$ cat src/rtl/either_edge_pkg.sv
package either_edge_pkg;
  localparam int NUM_PINS  = 4;
  localparam int GRP_COUNT = 2;
  localparam int REG_W     = 8;
  localparam int POR_BIT   = NUM_PINS;
  localparam int STAT_W    = NUM_PINS + 1;
  localparam int PINS_PER_GRP = NUM_PINS / GRP_COUNT;

  typedef struct packed {
    logic [STAT_W-1:0] clr;
    logic              porSet;
  } strobe_t;
endpackage

$ cat src/rtl/either_edge_ctrl.sv
module either_edge_ctrl
  import either_edge_pkg::*;
(
  input  logic              clk,
  input  logic              rst_n,
  input  logic              wrEn,
  input  logic [REG_W-1:0]  wrData,
  input  logic              vtrPor,
  input  logic              powerOn,
  input  logic              porFlag,
  output strobe_t           strb,
  output logic              sciPulse
);
  logic powerOnQ;

  always_comb begin
    strb.clr    = wrEn ? wrData[STAT_W-1:0] : '0;
    strb.porSet = vtrPor;
  end

  always_ff @(posedge clk or negedge rst_n) begin
    if (!rst_n) begin
      powerOnQ <= 1'b0;
      sciPulse <= 1'b0;
    end else begin
      powerOnQ <= powerOn;
      sciPulse <= powerOn && !powerOnQ && porFlag;
    end
  end

  AST_SCI_SINGLE: assert property (@(posedge clk) disable iff (!rst_n)
    sciPulse |=> !sciPulse);
  AST_SCI_CAUSE: assert property (@(posedge clk) disable iff (!rst_n)
    $rose(sciPulse) |-> $past(porFlag));
endmodule

$ cat src/rtl/either_edge_datapath.sv
module either_edge_datapath
  import either_edge_pkg::*;
#(
  parameter int SYNC_STAGES = 2
) (
  input  logic                clk,
  input  logic                rst_n,
  input  logic [NUM_PINS-1:0] pinIn,
  input  logic [NUM_PINS-1:0] polarity,
  input  logic [NUM_PINS-1:0] modeSel,
  input  logic [NUM_PINS-1:0] intEn,
  input  logic [GRP_COUNT-1:0] grpEn,
  input  strobe_t             strb,
  output logic [REG_W-1:0]    status,
  output logic [NUM_PINS-1:0] pinLevel,
  output logic                irq
);
  localparam int LAST = SYNC_STAGES - 1;

  logic [SYNC_STAGES-1:0][NUM_PINS-1:0] syncQ;
  logic [NUM_PINS-1:0] prevQ;
  logic [NUM_PINS-1:0] edgeHit;
  logic [NUM_PINS-1:0] grpMask;
  logic [NUM_PINS-1:0] pinIrq;
  logic [STAT_W-1:0]   statQ;
  logic [STAT_W-1:0]   setVec;

  always_ff @(posedge clk or negedge rst_n) begin
    if (!rst_n) begin
      syncQ <= '0;
      prevQ <= '0;
    end else begin
      syncQ[0] <= pinIn;
      for (int s = 1; s < SYNC_STAGES; s++) syncQ[s] <= syncQ[s-1];
      prevQ <= syncQ[LAST];
    end
  end

  assign edgeHit  = syncQ[LAST] ^ prevQ;
  assign pinLevel = syncQ[LAST] ^ polarity;
  assign setVec   = {strb.porSet, edgeHit};

  always_ff @(posedge clk or negedge rst_n) begin
    if (!rst_n) statQ <= '0;
    else        statQ <= (statQ & ~strb.clr) | setVec;
  end

  for (genvar i = 0; i < NUM_PINS; i++) begin : g_grp
    assign grpMask[i] = grpEn[i / PINS_PER_GRP];
  end

  assign pinIrq = statQ[NUM_PINS-1:0] & intEn & modeSel & grpMask;

  always_ff @(posedge clk or negedge rst_n) begin
    if (!rst_n) irq <= 1'b0;
    else        irq <= |pinIrq;
  end

  assign status = {{(REG_W-STAT_W){1'b0}}, statQ};

  for (genvar i = 0; i < NUM_PINS; i++) begin : g_chk
    AST_EDGE_SETS: assert property (@(posedge clk) disable iff (!rst_n)
      edgeHit[i] |=> statQ[i]);
    AST_CLEAR_WORKS: assert property (@(posedge clk) disable iff (!rst_n)
      (strb.clr[i] && !edgeHit[i]) |=> !statQ[i]);
  end
  AST_HOLD_QUIET: assert property (@(posedge clk) disable iff (!rst_n)
    (strb.clr == '0 && edgeHit == '0 && !strb.porSet) |=> $stable(statQ));
  AST_POR_SETS: assert property (@(posedge clk) disable iff (!rst_n)
    strb.porSet |=> statQ[POR_BIT]);
  AST_IRQ_SOURCE: assert property (@(posedge clk) disable iff (!rst_n)
    irq |-> $past(|(statQ[NUM_PINS-1:0] & intEn)));
  AST_RSVD_ZERO: assert property (@(posedge clk) disable iff (!rst_n)
    status[REG_W-1:STAT_W] == '0);
endmodule

$ cat src/rtl/either_edge_status.sv
module either_edge_status
  import either_edge_pkg::*;
#(
  parameter int SYNC_STAGES = 2
) (
  input  logic                 clk,
  input  logic                 rst_n,
  input  logic [NUM_PINS-1:0]  pinIn,
  input  logic [NUM_PINS-1:0]  polarity,
  input  logic [NUM_PINS-1:0]  modeSel,
  input  logic [NUM_PINS-1:0]  intEn,
  input  logic [GRP_COUNT-1:0] grpEn,
  input  logic                 wrEn,
  input  logic [REG_W-1:0]     wrData,
  output logic [REG_W-1:0]     rdData,
  input  logic                 vtrPor,
  input  logic                 powerOn,
  output logic [NUM_PINS-1:0]  pinLevel,
  output logic                 irq,
  output logic                 sciPulse
);
  strobe_t strb;

  either_edge_ctrl u_ctrl (
    .clk(clk), .rst_n(rst_n), .wrEn(wrEn), .wrData(wrData),
    .vtrPor(vtrPor), .powerOn(powerOn), .porFlag(rdData[POR_BIT]),
    .strb(strb), .sciPulse(sciPulse)
  );

  either_edge_datapath #(.SYNC_STAGES(SYNC_STAGES)) u_dp (
    .clk(clk), .rst_n(rst_n), .pinIn(pinIn), .polarity(polarity),
    .modeSel(modeSel), .intEn(intEn), .grpEn(grpEn), .strb(strb),
    .status(rdData), .pinLevel(pinLevel), .irq(irq)
  );
endmodule

$ cat config.mk
export PLATFORM = sky130hd
export DESIGN_NAME = either_edge_status
export DESIGN_NICKNAME = d
export VERILOG_FILES = /design/src/rtl/either_edge_pkg.sv /design/src/rtl/either_edge_ctrl.sv /design/src/rtl/either_edge_datapath.sv /design/src/rtl/either_edge_status.sv
export SDC_FILE = /design/constraint.sdc
export NUM_CORES = 1
export LEC_CHECK = 0
export ABC_CLOCK_PERIOD_IN_PS = 900
export BUFFER_PORTS_ARGS = -buffer_cell sky130_fd_sc_hd__buf_4
export CELL_PAD_IN_SITES_DETAIL_PLACEMENT = 1
export CELL_PAD_IN_SITES_GLOBAL_PLACEMENT = 2
export CORE_MARGIN = 2
export CORE_UTILIZATION = 21
export DETAILED_ROUTE_END_ITERATION = 8
export PLACE_DENSITY = 0.79
export SETUP_SLACK_MARGIN = 0.4
export SLEW_MARGIN = 5
export SYNTH_ARGS = -nofsm -noshare
export SYNTH_HDL_FRONTEND = slang
export SYNTH_SLANG_ARGS = --single-unit
export TNS_END_PERCENT = 30
$ cat constraint.sdc
create_clock -name clk -period 0.9 [get_ports clk]
set_input_delay 0 -clock clk [delete_from_list [all_inputs] [get_ports clk]]
set_output_delay 0 -clock clk [all_outputs]
set_load 0.005 [all_outputs]
---- Word level (Yosys, flattened, before mapping) ----
Cells that the tools add are included.
operators by class
  mux-type cells .......................... 1
  reductions and logical operators ........ 4
  bitwise operators ....................... 8
operator list
  operator             number
  $and A4 B4 Y4        3
  $xor A4 B4 Y4        2
  $and A5 B5 Y5        1
  $mux W5              1
  $not A5 Y5           1
  $or A5 B5 Y5         1
  $reduce_or A4 Y1     1
  $logic_and A1 B1 Y1  2
  $logic_not A1 Y1     1
word-level totals
  word-level logic and storage cells ...... 20
  input port bits ......................... 31
  register bits ........................... 20

---- Depth between registers and ports, before layout ----
Gate-level depths: netlist of run 1.
  depth after elaboration ................. 4
  gate-level depth with buffers ........... 3

---- By module ----
A second synthesis of run 1 with hierarchy kept.
second synthesis, totals
  cell total of the unflattened synthesis .. 54
  area total of the unflattened synthesis .. 725.7 um2
modules (own cells, without submodules)
  module                area an instance (um2)  sequential area each (um2)  cells each  instances
  either_edge_datapath  628.1                   450.4                       45          1
  either_edge_ctrl      97.6                    50.0                        9           1

---- Worst setup path before layout of run 1 ----
Ideal clock, no wire load.
  kind .................................... reg-to-reg
  start ................................... reg u_dp.statQ[1]
  end ..................................... reg u_dp.irq
  arrival time ............................ 0.741 ns
  buffers on the path ..................... 0
  slack ................................... 0.028 ns
  stages on the path, launching flop included .. 4
  library setup time ...................... 0.131 ns
  path through ............................ dfrtp_1 and4_1 a41oi_1 nand3_1
on the way
  word-level cells in the longest chain between the ends .. 4
RTL lines
  item                         RTL line                    text
  from (decl)                  either_edge_datapath.sv:25  logic [STAT_W-1:0] statQ;
  from (signal assigned)       either_edge_datapath.sv:45  else statQ <= (statQ & ~strb.clr) | setVec;
  $and A4 B4 Y4 (3 in series)  either_edge_datapath.sv:52  assign pinIrq = statQ[NUM_PINS-1:0] & intEn & modeSel & grpMask;
  $reduce_or A4 Y1             either_edge_datapath.sv:56  else irq <= |pinIrq;
  to (signal assigned)         either_edge_datapath.sv:56
  to (decl)                    either_edge_datapath.sv:16  output logic irq
Every way passes these cells.

---- Final worst setup path of run 1 ----
  start ................................... reg u_dp.syncQ[7] (netlist name)
  end ..................................... out pinLevel[3]
on the way
  word-level cells in the longest chain between the ends .. 1
RTL lines
  item           RTL line                    text
  from (decl)    either_edge_datapath.sv:20  logic [SYNC_STAGES-1:0][NUM_PINS-1:0] syncQ;
  $xor A4 B4 Y4  either_edge_datapath.sv:40  assign pinLevel = syncQ[LAST] ^ polarity;
  to (decl)      either_edge_status.sv:18    output logic [NUM_PINS-1:0] pinLevel,
Every way passes these cells.

==> key figures, run 1 <==
Yosys
  – Sequential element share of the synthesized area: 0.712
  – Synthesized flop and latch total: 20
  – Syn avg cell area: 13.0 um2
  – Top area cells in the synthesized netlist: dfrtp_1, nand2_1, xnor2_1
  – Synth area leader: dfrtp_1
  – Syn. warnings: 0
  – Post-Syn Area: 703 um2
  – Synth top area share: 0.712
  – Distinct cell type count after synthesis: 12
  – Post-synthesis cell count: 54

Critical path
  – CP Max Fanout: 2
  – Reg2Reg Depth: 4
  – Cell Chain, Critical Path: xor2_1 > buf_4
  – Reg2Reg Launch Point: u_dp.syncQ[6]
  – Crit Path Category: reg -> out
  – Worst r2r dst: u_dp.statQ[2]
  – Crit. End Element: primary output
  – CP peak stage delay: 0.41 ns
  – CP arrival: 0.99 ns
  – Worst path slowest cell: dfrtp_1
  – R2r setup slk: -0.03 ns
  – Data required, critical path: 0.90 ns
  – Startpoint types: register

Clock tree
  – Worst-Skew Late Latency: 0.29 ns
  – CTS tree: built
  – Clock Path Buffers: 2
  – Clock sink total: 20
  – Hold-fix buffers, CTS: 6
  – H-tree depth: 1
  – Clock Root Buffer: clkbuf_4
  – TritonCTS Buffers: 3
  – Worst-path clk slew: 0.11 ns

Routing
  – DRT antenna net count: 0
  – Via density: 3.79
  – DRT iter0 DRCs: 3
  – Routed WL per cell: 10.4 um
  – Initial DRT Pass Iterations: 2
  – Via count: 576
  – Total Wirelength: 1.58 mm
  – DRC Markers: 0

Timing
  – Fin. max-slew vios: 0
  – Highest clock rate: 1010 MHz
  – Period minus WS final: 0.987 ns
  – Hold Fails Final Rpt: 6
  – Tcrit/Tclk final: 1.10
  – Hold_ws: -0.124 ns
  – Skew final: 0.00340 ns
  – RSZ-0062 raised after global routing: true
  – Setup WS post-layout: -0.0874 ns
  – Count of final setup violators: 7
  – Total Neg Setup Slack: -0.344 ns

Power
  – Pleak: 0.609 nW
  – Max IR drop VDD: 1070 uV
  – PD cells: 1500 mW/mm2
  – Overall Power: 1.84 mW

Run status
  – Failing checks: hold timing, setup timing
  – Status: complete, but fails checks

Floorplan
  – Initial core utilization: 0.214
  – Core Footprint: 0.00328 mm2
  – # IOs: 45
  – Die Y: 61.9 um
  – DIE WIDTH: 61.9 um
  – Full die area: 0.00383 mm2
  – Site row count: 21

Placement
  – Port buffer count: 38
  – Area post-placement: 0.00103 mm2
  – Gpl congestion: 0.654
  – Post-DP HPWL: 1.18 mm
  – Placed Cells: 137
  – Dpl ws: 0.00714 ns

Global route
  – First-pass GRT wire length: 2.26 mm
  – Total grt overflow: 0
  – Total GRT Usage: 0.0845
  – Largest net degree at the start of global routing: 21
  – Initial antenna violation count: 0
  – Vias in the first global route: 577

Layout
  – Final Util: 0.375
  – Share of layout cells above drive strength 1: 0.500
  – NumNets Final: 138
  – Non-filler cells, final: 152
  – N_diodes: 0
  – Area Growth Syn to Fin: 75.3%
  – Fin area: 0.00123 mm2

Worst hold path
  – Worst Hold End: u_dp.statQ[4]
  – Worst hold-check path type: in -> reg
  – Worst hold start: vtrPor
  – Hold path depth: 2

Run
  – MaxCap Viol Count: 0
-- layout by cell type, fill, tap and decap left out --
cell type and n:
dlygate4sd3_1 6, dfrtp_1 20, buf_6 8, clkbuf_4 3, and4_1 1, nor2_1 1
nand2_1 14, conb_1 3, a21o_1 1, nand4_1 2, buf_4 36, xor2_1 4
clkbuf_8 1, xnor2_2 4, a41oi_2 1, nand3_1 1
-- layout make-up --
| class | instances | area (um2) |
|---|---|---|
| Fill cell | 361 | 2050 |
| Sequential cell | 20 | 500 |
| Timing Repair Buffer | 50 | 420 |
| Multi-Input combinational cell | 32 | 218 |
| Tap cell | 46 | 57.6 |
| Clock buffer | 4 | 36.3 |
-- report_power, final --
group          switching, mW  total [mW]  internal, mW  leakage (nW)
registers             0.0399       0.996         0.956         0.227
clock network          0.261       0.507         0.246        0.0210
logic                  0.108       0.340         0.232         0.361
total                  0.409        1.84          1.43         0.609
-- critical path: cells and delay by family, from the launching register on --
| kind | cells | cell delay, ns |
|---|---|---|
| xor+xnor | 1 | 0.15 |
| buf+inv | 1 | 0.14 |
| flops | 1 | 0.41 |
-- registers in the layout (all words and copies together), names as in the netlist --
signal / count
u_ctrl.powerOnQ: 1
u_ctrl.sciPulse: 1
u_dp.syncQ: 8
u_dp.statQ: 5
u_dp.irq: 1
u_dp.prevQ: 4
-- Yosys cell counts --
cell     number
a21o_1        1
and4_1        1
xnor2_1       4
dfrtp_1      20
nand2_1      14
xor2_1        4
buf_4         4
nor2_1        1
nand3_1       1
nand4_1       2
a41oi_1       1
conb_1        1
-- how the worst max path moves through the flow --
stage             startpoint  cells past startpoint     endpoint
2_1_floorplan  u_dp.statQ[1]                      3     u_dp.irq
3_3_place_gp   u_dp.statQ[1]                      3     u_dp.irq
3_5_place_dp   u_dp.statQ[1]                      3     u_dp.irq
4_1_cts        u_dp.syncQ[7]                      2  pinLevel[3]
5_1_grt        u_dp.syncQ[6]                      2  pinLevel[2]
6_report       u_dp.syncQ[7]                      2  pinLevel[3]
-- cells by family (layout without fill, tap and decap cells) --
logic type,after synthesis,count (layout),synth area share
AO/OA/AOI/OAI,2,2,0.0231
XOR/XNOR,8,8,0.0996
AND/OR/NAND/NOR,19,19,0.117
other,1,3,0.00533
flip-flops,20,20,0.712
buffers and inverters,4,54,0.0427
-- routing by layer --
metal,share of wire,wire (um),global-route usage
met5,0,0,0
met4,0.0057,9,0.0182
met3,0.083,131,0.0373
met2,0.55,874,0.165
met1,0.36,560,0.0803
-- timing repair --
item                                    in CTS  in global routing
gates resized for setup                     13                  0
pin swaps                                    7                  4
endpoints found under the setup margin      22                 22
setup buffers                                4                  1
endpoints found under the hold margin       32                  6
Note: power is estimated with default switching activity, not from simulation.
==> inputs of run 2 (changes only) <==
- ABC_AREA: unset -> 1
- PLACE_DENSITY: 0.79 -> 0.8
==> key figures, run 2 <==
Layout
  – Top Registers: u_dp.syncQ (8), u_dp.statQ (5), u_dp.prevQ (4)
  – Most frequent cells in the layout: buf_4, dfrtp_1, nand2_1
  – Max reg flops: 8
  – Commonest non-fill, non-tap cell in the layout: buf_4
  – N_diodes: 0
  – Share of layout cells above drive strength 1: 0.482
  – Top reg by flops: u_dp.syncQ
  – NumNets Final: 143
  – Final Util: 0.374
  – Area Growth Syn to Fin: 74.0%

Floorplan
  – Core Footprint: 0.00328 mm2
  – Site row count: 21
  – Initial core utilization: 0.215
  – Die Y: 62.0 um
  – Full die area: 0.00385 mm2
  – DIE WIDTH: 62.0 um
  – # IOs: 45

Routing
  – Via count: 581
  – DRT iter0 DRCs: 7
  – Routed WL per cell: 10.7 um
  – Total Wirelength: 1.67 mm
  – Initial DRT Pass Iterations: 2
  – DRT antenna net count: 0
  – Via density: 3.72
  – DRC Markers: 0

Clock tree
  – Hold-fix buffers, CTS: 6
  – TritonCTS Buffers: 3
  – Worst-Skew Late Latency: 0.29 ns
  – Clock Path Buffers: 2
  – H-tree depth: 1
  – Worst-path clk slew: 0.10 ns
  – Clock Root Buffer: clkbuf_4
  – CTS tree: built
  – Clock sink total: 20

Critical path
  – Crit Path Category: reg -> out
  – CP arrival: 1.00 ns
  – Startpoint types: register
  – Worst r2r dst: u_dp.statQ[2]
  – CP Max Fanout: 2
  – Reg2Reg Depth: 4
  – Crit. End Element: primary output
  – Worst path slowest cell: dfrtp_1
  – Data required, critical path: 0.90 ns
  – CP peak stage delay: 0.42 ns
  – R2r setup slk: -0.02 ns
  – Reg2Reg Launch Point: u_dp.syncQ[6]
  – Cell Chain, Critical Path: xor2_2 > buf_4

Yosys
  – Post-Syn Area: 707 um2
  – Top-count cell post-synth: dfrtp_1
  – Top area cells in the synthesized netlist: dfrtp_1, nand2_1, xnor2_1
  – Mux share of post-synthesis cell area: 0
  – Syn avg cell area: 12.2 um2
  – Number of flops mapped to enable cells by yosys: 0
  – Post-Synth Simple-Gate Area: 0.135
  – Distinct cell type count after synthesis: 9
  – Xor and xnor area share after synthesis: 0.0991
  – Sequential element share of the synthesized area: 0.708
  – Post-synthesis cell count: 58
  – Most frequent cells after synthesis: dfrtp_1, nand2_1
  – Largest family of logic cells by synthesized area: simple AND/OR/NAND/NOR gates
  – Synth Flop Type: dfrtp_1
  – Fraction of the mapped netlist area in adder cells: 0
  – Synthesized flop and latch total: 20
  – Post-synthesis async set-or-reset flop share: 1.00
  – Synth Area in Compound Gates: 0.0106
  – Synth top area share: 0.708
  – Syn. warnings: 0
  – Synth area leader: dfrtp_1

Global route
  – Total grt overflow: 0
  – Largest net degree at the start of global routing: 21
  – First-pass GRT wire length: 2.53 mm
  – Vias in the first global route: 599
  – Total GRT Usage: 0.0961
  – Initial antenna violation count: 0

Timing
  – Period minus WS final: 0.999 ns
  – Total Neg Setup Slack: -0.322 ns
  – Count of final setup violators: 5
  – Tcrit/Tclk final: 1.11
  – Fin. max-slew vios: 0
  – Hold_ws: -0.122 ns
  – Hold Fails Final Rpt: 6
  – RSZ-0062 raised after global routing: true
  – Setup WS post-layout: -0.0994 ns
  – Skew final: 0.00239 ns
  – Highest clock rate: 1000 MHz

Placement
  – Gpl congestion: 0.667
  – Post-DP HPWL: 1.19 mm
  – Port buffer count: 38

Worst hold path
  – Worst hold start: vtrPor
  – Worst hold-check path type: in -> reg
  – Worst Hold End: u_dp.statQ[4]
  – Hold path depth: 2

Power
  – Pleak: 0.622 nW
  – Max IR drop VDD: 597 uV
  – Overall Power: 1.75 mW
  – PD cells: 1420 mW/mm2

Run status
  – Failing checks: hold timing, setup timing
  – Status: complete, but fails checks

Run
  – MaxCap Viol Count: 0
## run 2: cell types whose count changed after synthesis, sizes merged
cell,before,now
a41oi,1,0
nand3,1,4
nand2,14,19
nand4,2,0
and4,1,0
## run 2: final cells by class
type | count | area (um2)
multi-input combinational | 36 | 221
timing repair buffer | 51 | 428
tap | 46 | 57.6
sequential | 20 | 500
fill | 358 | 2050
clock buffer | 3 | 22.5
## run 2: repair_timing
item	in CTS	in global routing
setup endpoints to repair	22	22
resized for setup	11	2
pin swaps	13	6
setup buffers	5	2
hold endpoints to repair	32	6
## run 2: power by group
group | switching, mW | internal, mW | total (mW) | leakage [nW]
registers | 0.0413 | 0.956 | 0.997 | 0.227
clock network | 0.246 | 0.155 | 0.401 | 0.0138
logic | 0.115 | 0.237 | 0.351 | 0.381
## run 2: cells by family after synthesis
logic type / Yosys count
flops: 20
simple gates: 24
compound gates: 1
xor+xnor: 8
other cells: 1
buf+inv: 4
## run 2: worst max path at each step
stage,startpoint,end
finish,u_dp.syncQ[4],pinLevel[0]
global route,u_dp.syncQ[4],pinLevel[0]
CTS,u_dp.syncQ[7],pinLevel[3]
detailed placement,u_dp.statQ[2],u_dp.irq
global placement,u_dp.statQ[0],u_dp.irq
floorplan,u_dp.statQ[0],u_dp.irq
## run 2: routing by layer
layer  global-route usage  routed length, um  vias up  share of wire
li1                     -                  -      276              -
met5                    0                  0        -              0
met1               0.0939                581      277           0.35
met4               0.0456                  0        0              0
met2                0.180                919       28           0.55
met3               0.0311                167        0           0.10
## run 2: critical path, delay by kind of cell, from the launching register on
kind	cells	cell delay, ns
buffers and inverters	1	0.14
xor gates and xnor gates	1	0.15
DFF	1	0.42
## run 2: metrics by stage
| step | cells | instance area, um2 | setup WS, ns |
|---|---|---|---|
| finish | 156 | 1230 | -0.0994 |
| global route | 156 | 1230 | -0.174 |
| CTS | 154 | 1200 | -0.0940 |
| detailed placement | 140 | 1030 | 0.158 |
| global placement | 140 | 1030 | 0.166 |
| floorplan | 60 | 714 | 0.204 |
